<file path="src/rtl/pulse_chain_pkg.sv">
package pulse_chain_pkg;

   typedef enum logic {
      CNT_UP   = 1'b0,
      CNT_DOWN = 1'b1
   } cnt_style_e;

   // Width of a counter that must hold the values 0 .. delay-1
   function automatic int cnt_width(input int delay);
      int w;
      w = 1;
      while ((1 << w) < delay) w++;
      return w;
   endfunction

endpackage

</file>
<file path="src/rtl/pulse_step_timer.sv">
module pulse_step_timer
   import pulse_chain_pkg::*;
#(
   parameter int         DELAY     = 1,
   parameter cnt_style_e CNT_STYLE = CNT_UP
) (
   input  logic clk,
   input  logic rst_n,
   input  logic clr,
   input  logic tick,
   output logic expire
);

   localparam int          CNT_W = cnt_width(DELAY);
   localparam logic [CNT_W-1:0] LAST = CNT_W'(DELAY - 1);

   generate
      if (DELAY < 1) begin : g_bad_delay
         $error("pulse_step_timer: DELAY must be at least 1");
      end
   endgenerate

   logic [CNT_W-1:0] cnt_q;

   generate
      if (CNT_STYLE == CNT_UP) begin : g_up
         logic at_end;
         assign at_end = (cnt_q == LAST);
         assign expire = tick && at_end;

         always_ff @(posedge clk or negedge rst_n) begin
            if (!rst_n) begin
               cnt_q <= '0;
            end else if (clr) begin
               cnt_q <= '0;
            end else if (tick) begin
               if (at_end) cnt_q <= '0;
               else        cnt_q <= cnt_q + 1'b1;
            end
         end
      end else begin : g_down
         logic at_end;
         assign at_end = (cnt_q == '0);
         assign expire = tick && at_end;

         always_ff @(posedge clk or negedge rst_n) begin
            if (!rst_n) begin
               cnt_q <= LAST;
            end else if (clr) begin
               cnt_q <= LAST;
            end else if (tick) begin
               if (at_end) cnt_q <= LAST;
               else        cnt_q <= cnt_q - 1'b1;
            end
         end
      end
   endgenerate

   // the counter never leaves the range 0 .. DELAY-1
   p_cnt_range_r9: assert property (@(posedge clk) disable iff (!rst_n)
      cnt_q <= LAST);

endmodule

</file>
<file path="src/rtl/pulse_step.sv">
module pulse_step
   import pulse_chain_pkg::*;
#(
   parameter int         DELAY     = 1,
   parameter cnt_style_e CNT_STYLE = CNT_UP
) (
   input  logic clk,
   input  logic rst_n,
   input  logic en,
   input  logic lvl_in,
   input  logic start_in,
   output logic lvl_out,
   output logic start_out
);

   logic running_q;
   logic done_q;
   logic strobe_q;
   logic active;
   logic expire;

   assign active = en && !done_q && (start_in || running_q);

   pulse_step_timer #(
      .DELAY     (DELAY),
      .CNT_STYLE (CNT_STYLE)
   ) timer_i (
      .clk    (clk),
      .rst_n  (rst_n),
      .clr    (!en),
      .tick   (active),
      .expire (expire)
   );

   always_ff @(posedge clk or negedge rst_n) begin
      if (!rst_n) begin
         running_q <= 1'b0;
         done_q    <= 1'b0;
         strobe_q  <= 1'b0;
      end else if (!en) begin
         running_q <= 1'b0;
         done_q    <= 1'b0;
         strobe_q  <= 1'b0;
      end else begin
         strobe_q <= 1'b0;
         if (expire) begin
            done_q    <= 1'b1;
            strobe_q  <= 1'b1;
            running_q <= 1'b0;
         end else if (active) begin
            running_q <= 1'b1;
         end
      end
   end

   assign lvl_out   = done_q ? ~lvl_in : lvl_in;
   assign start_out = strobe_q;

   // the start strobe lasts exactly one cycle
   p_strobe_single_r3: assert property (@(posedge clk) disable iff (!rst_n)
      start_out |=> !start_out);

   // a strobe only accompanies a finished stage
   p_strobe_done_r3: assert property (@(posedge clk) disable iff (!rst_n)
      start_out |-> done_q);

   // a finished stage stays finished while enabled
   p_done_hold_r5: assert property (@(posedge clk) disable iff (!rst_n)
      (en && done_q) |=> done_q);

   // a low enable clears the stage at the next edge
   p_idle_clear_r6: assert property (@(posedge clk) disable iff (!rst_n)
      !en |=> (!done_q && !start_out));

   // no strobe without a start or an ongoing count
   p_no_unstarted_r2: assert property (@(posedge clk) disable iff (!rst_n)
      (!start_in && !running_q) |=> !start_out);

endmodule

</file>
<file path="src/rtl/pulse_chain.sv">
module pulse_chain
   import pulse_chain_pkg::*;
#(
   parameter int         NUM_STAGES  = 4,
   parameter int         DUR_W       = 8,
   parameter logic [NUM_STAGES*DUR_W-1:0] STEP_DELAYS =
      {8'd4, 8'd3, 8'd2, 8'd1},
   parameter logic       INIT_LEVEL  = 1'b0,
   parameter cnt_style_e CNT_STYLE   = CNT_UP
) (
   input  logic clk,
   input  logic rst_n,
   input  logic trig,
   output logic pulse_out,
   output logic chain_start_out
);

   generate
      if (NUM_STAGES < 1) begin : g_bad_stages
         $error("pulse_chain: NUM_STAGES must be at least 1");
      end
      if (DUR_W < 1 || DUR_W > 24) begin : g_bad_width
         $error("pulse_chain: DUR_W must lie in 1..24");
      end
   endgenerate

   logic [NUM_STAGES:0]   lvl_w;
   logic [NUM_STAGES-1:0] strobe_w;

   assign lvl_w[0] = INIT_LEVEL;

   generate
      for (genvar i = 0; i < NUM_STAGES; i++) begin : g_stage
         localparam int D_I = int'(STEP_DELAYS[i*DUR_W +: DUR_W]);
         logic start_w;

         if (D_I < 1) begin : g_zero
            $error("pulse_chain: every stage duration must be at least 1");
         end

         if (i == 0) begin : g_head
            assign start_w = trig;
         end else begin : g_link
            assign start_w = strobe_w[i-1];
         end

         pulse_step #(
            .DELAY     (D_I),
            .CNT_STYLE (CNT_STYLE)
         ) step_i (
            .clk       (clk),
            .rst_n     (rst_n),
            .en        (trig),
            .lvl_in    (lvl_w[i]),
            .start_in  (start_w),
            .lvl_out   (lvl_w[i+1]),
            .start_out (strobe_w[i])
         );
      end
   endgenerate

   assign pulse_out       = lvl_w[NUM_STAGES];
   assign chain_start_out = strobe_w[NUM_STAGES-1];

   // with the trigger steady high, output moves only with a stage strobe
   p_edge_needs_strobe_r1: assert property (@(posedge clk) disable iff (!rst_n)
      (trig && $past(trig) && (pulse_out != $past(pulse_out))) |-> (|strobe_w));

   // a sampled-low trigger returns the output to idle
   p_idle_level_r6: assert property (@(posedge clk) disable iff (!rst_n)
      !trig |=> ((pulse_out == INIT_LEVEL) && !chain_start_out));

   // at most one stage strobes in any cycle
   p_one_strobe_r3: assert property (@(posedge clk) disable iff (!rst_n)
      $onehot0(strobe_w));

   // idle level while reset is applied
   p_reset_level_r10: assert property (@(posedge clk)
      !rst_n |-> ((pulse_out == INIT_LEVEL) && !chain_start_out));

endmodule

</file>
<file path="config.mk">
export PLATFORM = sky130hd
export DESIGN_NAME = pulse_chain
export DESIGN_NICKNAME = d
export VERILOG_FILES = /design/src/rtl/pulse_chain_pkg.sv /design/src/rtl/pulse_step_timer.sv /design/src/rtl/pulse_step.sv /design/src/rtl/pulse_chain.sv
export SDC_FILE = /design/constraint.sdc
export NUM_CORES = 1
export LEC_CHECK = 0
export BUFFER_PORTS_ARGS = -buffer_cell sky130_fd_sc_hd__buf_2
export CAP_MARGIN = 25
export CELL_PAD_IN_SITES_DETAIL_PLACEMENT = 0
export CELL_PAD_IN_SITES_GLOBAL_PLACEMENT = 1
export CORE_MARGIN = 2
export CORE_UTILIZATION = 40
export CTS_BUF_LIST = sky130_fd_sc_hd__clkbuf_4
export CTS_CLUSTER_DIAMETER = 200
export CTS_CLUSTER_SIZE = 24
export DETAILED_ROUTE_END_ITERATION = 16
export GPL_ROUTABILITY_DRIVEN = 0
export PLACE_DENSITY = 0.7
export SLEW_MARGIN = 20
export SYNTH_ARGS = -nofsm -noshare
export SYNTH_HDL_FRONTEND = slang
export SYNTH_SLANG_ARGS = --single-unit
</file>
<file path="constraint.sdc">
create_clock -name clk -period 2 [get_ports clk]
set_input_delay 0.3 -clock clk [delete_from_list [all_inputs] [get_ports clk]]
set_output_delay 0.3 -clock clk [all_outputs]
set_load 0.01 [all_outputs]
</file>
==> out/qor.txt <==
Placed instance area -> 723.2 um^2
Asr flop ratio synth -> 100.0%
Post-CTS setup buffer count -> 0
Most numerous cell in the Yosys netlist -> dfrtp_1
Critical path type -> reg2out
Register area share after synthesis -> 57.76%
I/O pin total -> 5
WL final -> 1107 um
WP data arrival -> 1200 ps
Wire per inst -> 12.58 um
Distinct cells, synth -> 23
RSZ-0062 raised after global routing -> false
Synth Area in Adders -> 1.805%
Status -> completed
GRT Util Overall -> 13.60%
TNS Setup -> 0 ps
Clock skew -> 0.5872 ps
MaxCap Viol Count -> 0
Die area -> 2082 um^2
Post-synthesis net count -> 68
Residual DRC count -> 0
Top cell type's share of synthesized area -> 57.76%
Sw Ratio -> 24.30%
Hold Crit Class -> in2reg
Final period util -> 75.22%
Final instance area -> 759.5 um^2
Share of cells above drive strength 1 -> 14.08%
CP max FO -> 5
Global-route wire length before repair -> 1973 um
TritonCTS clock tree -> built
Initial antenna violation count -> 0
# nets final -> 76
Core Region -> 1670 um^2
Clock buffer depth -> 2
DP HPWL -> 770.3 um
Cell Rows -> 15
Post-synthesis xor/xnor area fraction -> 3.791%
Clock Pin Slew Worst Setup and Hold Paths -> 90 ps
H-tree depth -> 1
Synthesized flop and latch total -> 16
# setup viols final -> 0
CTS root buf -> clkbuf_4
CP Cell Sequence -> xnor2_1 > xnor2_1 > buf_2
Mean post-synth cell area -> 10.83 um^2
Antenna cell count -> 0
Critical Path Slowest Stage Cell -> dfrtp_1
Vias/cell -> 5.193
Mapped cell area -> 693.2 um^2
Post-synthesis mux area share -> 0%
Synth Flop Type -> dfrtp_1
Maximum clock frequency -> 664.8 MHz
Sequential share of power -> 61.4%
Final hold vios -> 0
Comb pwr share -> 8.2%
Largest net degree at the start of global routing -> 17
Worst path max stage delay -> 440 ps
Initial core utilization -> 41.50%
Cell count after synthesis -> 64
Iter 0 DRT Violations -> 9
Largest family of logic cells by synthesized area -> compound AO/OA/AOI/OAI gates
Post-DRT Antenna Nets -> 0
# port buffers -> 4
Drt pass-1 iters -> 4
Yosys warns -> 0
Worst Setup Start Kind -> flop
Vias in the first global route -> 431
Worst slew pin tran -> 356.5 ps
Final min period -> 1504 ps
Post-CTS sizing -> 0
Compound-gate portion of the synthesized area -> 18.95%
Synth top cells by count -> 16 x dfrtp_1, 7 x a21oi_1, 7 x o21ai_0
Sw power -> 0.1363 mW
Clock share of power -> 30.5%
Power Internal -> 0.4246 mW
Pwr dens -> 738.5 nW/um^2
Leading area contributor after synthesis -> dfrtp_1
Rel. slew slack -> 76.23%
CTS Buf Count -> 3
CTS Sinks -> 16
Post-synth EDFFs -> 0
Required time of the critical path -> 1700 ps
Ranking of synthesized cells by area -> dfrtp_1 58%, a21oi_1 5.1%, o21ai_0 5.1%, o21bai_4 2.7%, or3_1 2.7%
Chip height -> 45.63 um
Routed vias -> 457
Slew Viols, Final -> 0
Post-Synth Simple-Gate Area -> 12.64%
CP Capture Type -> output pin
Area Growth Syn to Fin -> 9.567%
Overflow after GRT -> 0
Worst-skew pair later-pin latency -> 280 ps
Die Wd -> 45.63 um
CP dominant cell by count -> xnor2_1
LEAKAGE -> 0.3366 nW
Max VDD drop -> 0.4127 mV
## cell type report
type / instances / area [um^2]
inverter: 5 / 23.77
clock buffer: 3 / 22.52
clock inverter: 1 / 3.754
tap: 17 / 21.27
fill: 159 / 910.9
sequential: 16 / 400.4
multi-input combinational: 41 / 257.7
timing repair buffer: 5 / 30.03
## repair_timing
action | CTS | global route
hold buffers | 1 | 0
setup endpoints to repair | 0 | 0
hold endpoints to repair | 16 | 0
## placed cells by master, fill, tap and decap left out
cell type,netlist,routed
dfrtp_1,16,16
o21ai_0,7,7
a21oi_1,7,7
nor2_1,4,4
inv_1,4,4
buf_2,0,4
or3_1,3,3
nand2_1,3,3
clkbuf_4,0,3
nor4_1,2,2
xnor2_1,2,2
a211oi_1,2,2
nand3_1,2,2
inv_6,1,1
nand2b_1,1,1
xor2_1,1,1
o2111a_1,1,1
and2_1,1,1
o21bai_1,1,1
o21bai_4,1,1
a21oi_2,1,1
nand3b_1,1,1
ha_1,1,1
clkinv_1,0,1
dlygate4sd3_1,0,1
## cell families after synthesis
kind of cell / count (synthesis)
xor gates and xnor gates: 3
adders and majority gates: 1
AOI/OAI and AO/OA: 20
DFF: 16
and+or+nand+nor: 17
buffers and inverters: 7
## worst max-delay path, delay by kind of cell, from the launching register on
kind | cells | cell delay (ps)
xor+xnor | 2 | 350
flops | 1 | 440
buf+inv | 1 | 140
## path summary, 6_finish.rpt
| kind | from | end | slack, ps | cells after the start |
|---|---|---|---|---|
| min in group asynchronous | rst_n | g_stage[1].step_i.timer_i.cnt_q$_DFFE_PN0P_ | 460 | 2 |
| min | trig | g_stage[0].step_i.done_q$_DFFE_PN0N_ | 250 | 1 |
| max in group asynchronous | rst_n | g_stage[2].step_i.start_out$_DFF_PN0_ | 1290 | 2 |
| max reg2reg | g_stage[3].step_i.timer_i.cnt_q[0]$_DFFE_PN0P_ | g_stage[3].step_i.timer_i.cnt_q[0]$_DFFE_PN0P_ | 780 | 3 |
| min reg2reg | g_stage[0].step_i.done_q$_DFFE_PN0N_ | g_stage[0].step_i.start_out$_DFF_PN0_ | 450 | 1 |
| max | g_stage[2].step_i.done_q$_DFFE_PN0P_ | pulse_out | 500 | 3 |
## through the flow
step	utilization [%]	std cells	power [mW]	setup slack (ps)	hold WS (ps)
floorplan	-	64	0.3799	866.2	4.409
global placement	43.30	83	0.3953	769.8	234.6
detailed placement	43.30	83	0.3956	794.0	231.7
CTS	45.47	88	0.5688	469.5	246.0
global route	45.47	88	0.5951	416.3	230.9
finish	45.47	88	0.5608	495.7	248.5
## power groups by stage
stage | sequential [mW] | combinational, mW | clock (mW)
3_5_place_dp | 0.350 | 0.0453 | 0
5_1_grt | 0.346 | 0.0542 | 0.195
3_3_place_gp | 0.350 | 0.0453 | 0
6_report | 0.344 | 0.0459 | 0.171
4_1_cts | 0.344 | 0.0469 | 0.178
2_1_floorplan | 0.348 | 0.0321 | 0
## state kept, by name, indices dropped and copies added, names as in the netlist
name and flops:
g_stage.step_i.timer_i.cnt_q 5, g_stage.step_i.done_q 4, g_stage.step_i.start_out 4, g_stage.step_i.running_q 3
## metal layers
layer	share of wire, %	track usage, %
met2	43	16.90
met3	3.1	3.571
met1	54	21.07
met5	0	0
met4	0	7.059
Note: power is estimated with default switching activity, not from simulation.
